`config.mk`:
```
export PLATFORM = sky130hd
export DESIGN_NAME = adc_serial_master
export DESIGN_NICKNAME = d
export VERILOG_FILES = /design/src/rtl/adc_sm_pkg.sv /design/src/rtl/adc_conv_timer.sv /design/src/rtl/adc_frame_shifter.sv /design/src/rtl/adc_serial_master.sv
export SDC_FILE = /design/constraint.sdc
export NUM_CORES = 1
export LEC_CHECK = 0
export CAP_MARGIN = 20
export CORE_ASPECT_RATIO = 1.2
export CORE_MARGIN = 2
export CORE_UTILIZATION = 59
export DETAILED_ROUTE_END_ITERATION = 8
export MAX_ROUTING_LAYER = met4
export PLACE_DENSITY = 0.84
export SLEW_MARGIN = 20
export SYNTH_ARGS = -nofsm -noshare
export SYNTH_HDL_FRONTEND = slang
export SYNTH_SLANG_ARGS = --single-unit
```
`constraint.sdc`:
```
create_clock -name clk -period 3.45 [get_ports clk]
set_input_delay 0.69 -clock clk [delete_from_list [all_inputs] [get_ports clk]]
set_output_delay 0.69 -clock clk [all_outputs]
set_load 0.03 [all_outputs]
```
`src/rtl/adc_sm_pkg.sv`:
```
// Shared types for the converter serial master.
package adc_sm_pkg;
    // Read schedule, latched when a conversion is accepted.
    typedef enum logic {
        RD_AFTER  = 1'b0,
        RD_DURING = 1'b1
    } rd_mode_e;
endpackage

```
`src/rtl/adc_conv_timer.sv`:
```
// Conversion phase timer.
// Assumes: launch is a single-cycle pulse and is only raised while idle.
// Stays in the converting state for CONV_CYCLES clocks after launch, and
// pulses done on the last of them.
module adc_conv_timer #(
    parameter int CONV_CYCLES = 40
) (
    input  logic clk,
    input  logic rst_n,
    input  logic launch,
    output logic converting,
    output logic done
);
    localparam int CNT_W = (CONV_CYCLES > 1) ? $clog2(CONV_CYCLES) : 1;
    localparam logic [CNT_W-1:0] CNT_LAST = CNT_W'(CONV_CYCLES - 1);

    logic [CNT_W-1:0] remain_q;

    // Load the count on launch and run it down to zero.
    always_ff @(posedge clk) begin
        if (!rst_n) begin
            converting <= 1'b0;
            remain_q   <= '0;
        end else if (launch) begin
            converting <= 1'b1;
            remain_q   <= CNT_LAST;
        end else if (converting) begin
            if (remain_q == '0) converting <= 1'b0;
            else                remain_q   <= remain_q - 1'b1;
        end
    end

    assign done = converting && (remain_q == '0);

    // A conversion only begins in response to a launch.
    assert_conv_needs_launch_R2: assert property (@(posedge clk) disable iff (!rst_n)
        $rose(converting) |-> $past(launch));
endmodule

```
`src/rtl/adc_frame_shifter.sv`:
```
// Serial frame generator.
// Assumes: load only arrives while no frame is active.
// Shifts out DATA_W bits MSB first. Each bit lasts CLK_DIV clocks; the raw
// clock is low for the first half of each bit and high for the second half.
module adc_frame_shifter #(
    parameter int DATA_W  = 16,
    parameter int CLK_DIV = 4
) (
    input  logic              clk,
    input  logic              rst_n,
    input  logic              load,
    input  logic [DATA_W-1:0] load_word,
    output logic              active,
    output logic              sclk_raw,
    output logic              sdata
);
    localparam int DIV_W = (CLK_DIV > 1) ? $clog2(CLK_DIV) : 1;
    localparam int BIT_W = (DATA_W > 1) ? $clog2(DATA_W) : 1;
    localparam logic [DIV_W-1:0] DIV_LAST = DIV_W'(CLK_DIV - 1);
    localparam logic [DIV_W-1:0] DIV_HALF = DIV_W'(CLK_DIV / 2);
    localparam logic [BIT_W-1:0] BIT_LAST = BIT_W'(DATA_W - 1);

    logic [DIV_W-1:0]  div_q;
    logic [BIT_W-1:0]  bit_q;
    logic [DATA_W-1:0] shreg_q;

    // Run the bit-period divider and shift one bit at each period end.
    always_ff @(posedge clk) begin
        if (!rst_n) begin
            active  <= 1'b0;
            div_q   <= '0;
            bit_q   <= '0;
            shreg_q <= '0;
        end else if (load) begin
            active  <= 1'b1;
            div_q   <= '0;
            bit_q   <= '0;
            shreg_q <= load_word;
        end else if (active) begin
            if (div_q == DIV_LAST) begin
                div_q <= '0;
                if (bit_q == BIT_LAST) begin
                    active <= 1'b0;
                end else begin
                    bit_q   <= bit_q + 1'b1;
                    shreg_q <= {shreg_q[DATA_W-2:0], 1'b0};
                end
            end else begin
                div_q <= div_q + 1'b1;
            end
        end
    end

    assign sclk_raw = active && (div_q >= DIV_HALF);
    assign sdata    = active && shreg_q[DATA_W-1];

    // A frame ends only after its last bit period.
    assert_frame_full_length_R3: assert property (@(posedge clk) disable iff (!rst_n)
        $fell(active) |-> ($past(bit_q) == BIT_LAST && $past(div_q) == DIV_LAST));
endmodule

```
`src/rtl/adc_serial_master.sv`:
```
// Converter master serial output controller (top).
// Assumes: start is a pulse; the polarity inputs change only between frames.
// Latches the mode and the clock source when a start is accepted, times the
// conversion, captures result_in at its end and schedules the serial frame.
module adc_serial_master #(
    parameter int DATA_W      = 16,
    parameter int CLK_DIV     = 4,
    parameter int CONV_CYCLES = 40
) (
    input  logic              clk,
    input  logic              rst_n,
    input  logic              start,
    input  logic              ext_clk_sel,
    input  logic              read_during,
    input  logic              inv_sclk,
    input  logic              inv_strobe,
    input  logic [DATA_W-1:0] result_in,
    output logic              busy,
    output logic              sclk,
    output logic              sdata,
    output logic              frame_valid
);
    import adc_sm_pkg::*;

    logic              converting;
    logic              conv_done;
    logic              act;
    logic              sclk_raw;
    logic              accept;
    logic              frame_load;
    logic [DATA_W-1:0] frame_word;
    logic [DATA_W-1:0] result_q;
    rd_mode_e          mode_q;
    logic              ext_q;

    assign accept = start && !converting && !act;

    // Latch the schedule settings for the accepted conversion.
    always_ff @(posedge clk) begin
        if (!rst_n) begin
            mode_q <= RD_AFTER;
            ext_q  <= 1'b0;
        end else if (accept) begin
            mode_q <= rd_mode_e'(read_during);
            ext_q  <= ext_clk_sel;
        end
    end

    // Keep the most recent result for the next read-during frame.
    always_ff @(posedge clk) begin
        if (!rst_n)         result_q <= '0;
        else if (conv_done) result_q <= result_in;
    end

    // Start a frame with the stored word at launch, or with the fresh one at the end.
    always_comb begin
        frame_load = 1'b0;
        frame_word = result_q;
        if (accept && read_during && !ext_clk_sel) begin
            frame_load = 1'b1;
        end else if (conv_done && mode_q == RD_AFTER && !ext_q) begin
            frame_load = 1'b1;
            frame_word = result_in;
        end
    end

    adc_conv_timer #(.CONV_CYCLES(CONV_CYCLES)) timer_i (
        .clk        (clk),
        .rst_n      (rst_n),
        .launch     (accept),
        .converting (converting),
        .done       (conv_done)
    );

    adc_frame_shifter #(.DATA_W(DATA_W), .CLK_DIV(CLK_DIV)) shifter_i (
        .clk       (clk),
        .rst_n     (rst_n),
        .load      (frame_load),
        .load_word (frame_word),
        .active    (act),
        .sclk_raw  (sclk_raw),
        .sdata     (sdata)
    );

    assign busy        = converting || (act && mode_q == RD_AFTER);
    assign sclk        = sclk_raw ^ inv_sclk;
    assign frame_valid = act ^ inv_strobe;

    // Read-during frames begin together with their conversion.
    assert_during_frame_aligned_R7: assert property (@(posedge clk) disable iff (!rst_n)
        ($rose(act) && mode_q == RD_DURING) |-> $rose(converting));

    // Read-after frames begin exactly as the conversion ends.
    assert_after_frame_follows_R6: assert property (@(posedge clk) disable iff (!rst_n)
        ($rose(act) && mode_q == RD_AFTER) |-> $fell(converting));

    // No frame is driven while the clock source is external.
    assert_no_frame_external_R9: assert property (@(posedge clk) disable iff (!rst_n)
        (ext_q && converting) |-> !act);
endmodule

```
==> summary.txt <==
Cells and area
  • Layout cell share with drive strength beyond 1: 0.0540
  • Final net count: 304
  • Syn-to-layout area delta: 14.6%
  • Diode count: 0

Synth
  • Synth Register Bits: 48
  • Top cells by count, synth: nand2_1 (59), dfxtp_1 (48), a21oi_1 (21), a21boi_0 (20)
  • Top-count cell post-synth: nand2_1
  • Yosys top cell by area: dfxtp_1
  • Top post-synthesis cells by area: dfxtp_1 (42%), nand2_1 (9.7%), a21boi_0 (6.6%)
  • Post-Synthesis Cells: 259
  • Number of flops mapped to enable cells by yosys: 0
  • Yosys warning total: 0
  • Synth Area per Inst: 8.78 um^2
  • Main flop type after synthesis: dfxtp_1
  • Synth Cell Area: 0.00227 mm^2
  • Register area share after synthesis: 0.423
  • Async S/R FF share, synth: 0
  • Synth top area share: 0.423
  • Post-synth net total: 286
  • Synth cell types: 44

Setup path
  • CP max FO: 1
  • R2r startpoint: timer_i.remain_q[0]$_SDFFE_PN0P_
  • Setup CP Type: primary input to primary output
  • Worst EP required: 2.76 ns
  • Worst setup path start: inv_strobe
  • Setup crit start kind: primary input
  • Worst EP arrival: 1.99 ns
  • Type of element capturing the critical path: primary output

Drt
  • DR vias/cell: 5.95
  • Post-route ant nets: 0
  • Initial DRC count: 80
  • DR vias: 1965
  • Drt wl/cell: 14.5 um
  • DRT Pass-1 Iters: 4
  • DR DRC count: 0
  • Routed WL: 4790 um

Placement
  • Dpl ws: 0.725 ns
  • I/O Buffers: 26
  • Placed wire-length estimate: 3030 um
  • Placer congestion estimate: 0.785

Clocking
  • CTS root buf: clkbuf_8
  • Clock latency on the worst-skew pair: 0.30 ns
  • Hold Buf Count CTS: 0
  • Clk slew on worst S/H paths: 0.09 ns
  • Deepest clock path buffer count: 2
  • H-tree Lvls: 2
  • # resized after CTS: 0
  • Total CTS buffers: 5
  • CTS tree: done
  • Post-CTS setup buffers: 0
  • Num Clock Sinks: 48

Status
  • Status: finished, final reports clean

STA
  • Final Hold Viols: 0
  • Maximum clock frequency: 0.373 GHz
  • RSZ-0062 raised after global routing: false
  • Max Slew Vio Count: 0
  • Rel. slew slack: 0.476
  • Worst-Margin Slew: 0.784 ns
  • Final min period: 2.68 ns
  • Post-layout worst setup margin: 0.765 ns
  • Final setup fails: 0
  • Fin crit share: 0.778
  • Fin Clk Skew: 0.00567 ns
  • Setup TNS: 0 ns

Floorplanning
  • Die area: 0.00437 mm^2
  • Io pins: 27
  • Core ar.: 0.00366 mm^2
  • Num rows: 24
  • Initial Util: 0.621
  • Die height: 72 um
  • Die extent in x: 60.7 um

Power and ir drop
  • Sequential Power Share: 0.521
  • Internal cell power: 874 uW
  • Leakage: 0.902 nW
  • Comb power frac: 0.196
  • Pwr dens: 473 mW/mm^2
  • VDD IR max: 355 uV
  • Clock power frac: 0.283
  • Sw frac: 0.291
  • Sw power: 358 uW

Global route
  • Largest net degree at the start of global routing: 28
  • Vias in the first global route: 1845
  • Global route overflow: 0
  • Tot GR Track Use: 0.248
  • Initial antenna violation count: 0
  • First-pass GRT wire length: 8150 um

Hold path
  • Worst hold path type: flip-flop to flip-flop
  • Hold_sp: result_q[9]$_SDFFE_PN0N_

Job
  • MaxCap Viol Count: 0
-- power by group through the flow --
stage | Clock [mW] | Combinational [mW] | Sequential (mW)
after floorplan | 0 | 0.179 | 0.643
after global placement | 0 | 0.234 | 0.652
after detailed placement | 0 | 0.241 | 0.653
after CTS | 0.355 | 0.242 | 0.641
after global routing | 0.377 | 0.269 | 0.648
final | 0.349 | 0.241 | 0.642
-- final cells by class --
cell class / instances / area [um^2]
multi-input combinational: 187 / 1170
sequential: 48 / 961
clock buffer: 6 / 82.6
timing repair buffer: 29 / 295
inverter: 6 / 22.5
clock inverter: 2 / 10.0
tap: 52 / 65.1
fill: 314 / 1060
-- layer usage --
| metal | track usage | wire, um |
|---|---|---|
| met5 | - | 0 |
| met4 | 0.0773 | 59 |
| met2 | 0.391 | 2310 |
| met1 | 0.312 | 2220 |
| met3 | 0.0624 | 209 |
-- flip-flops by register name, indices dropped and copies added (netlist names) --
signal and count:
timer_i.remain_q 6, shifter_i.div_q 2, shifter_i.bit_q 4, shifter_i.active 1, result_q 16, ext_q 1, shifter_i.shreg_q 16, timer_i.converting 1
mode_q 1
-- logic make-up after synthesis --
| group | synth area share |
|---|---|
| compound gates | 0.275 |
| fa+ha+maj | 0.0220 |
| buf+inv | 0.0633 |
| xor+xnor | 0.0231 |
| mux | 0.00440 |
| simple gates | 0.189 |
| flops | 0.423 |
-- critical path, cell delays in order --
cell and delay, ns:
clkdlybuf4s50_1 0.47, xor2_1 0.15, clkdlybuf4s50_1 0.68
-- metrics by stage --
step / total power, mW / instance area, um^2 / util / std cells / hold slack, ns
5_1_grt: 1.29 / 2610 / 0.711 / 330 / 0.469
3_5_place_dp: 0.894 / 2510 / 0.686 / 322 / 0.441
3_3_place_gp: 0.886 / 2510 / 0.686 / 322 / 0.438
2_1_floorplan: 0.821 / 2270 / - / 259 / 0.428
6_report: 1.23 / 2610 / 0.711 / 330 / 0.453
4_1_cts: 1.24 / 2610 / 0.711 / 330 / 0.456
-- path summary, 6_finish.rpt --
kind	endpoint	slack, ns	cells after the start
setup / recovery	frame_valid	0.77	3
hold / removal	shifter_i.shreg_q[9]$_SDFFE_PN0P_	0.45	2
setup reg to reg	shifter_i.div_q[1]$_SDFFE_PP0P_	1.21	6
hold reg to reg	shifter_i.shreg_q[9]$_SDFFE_PN0P_	0.45	2
-- layout by cell type (no fill, tap or decap), types with 2 or more instances in the layout --
master / count
nor3_1: 5
o21ai_0: 2
nor2_2: 2
xor2_1: 2
clkdlybuf4s50_1: 26
a21boi_0: 20
a21boi_1: 2
buf_4: 2
inv_1: 6
dfxtp_1: 48
nand2_1: 59
o221ai_1: 15
clkbuf_8: 6
nor2_1: 8
and3_1: 2
a21oi_1: 21
o21a_1: 2
xnor2_1: 4
o41ai_1: 15
clkinv_2: 2
ha_1: 4
nand3_1: 3
Note: power is estimated with default switching activity, not from simulation.
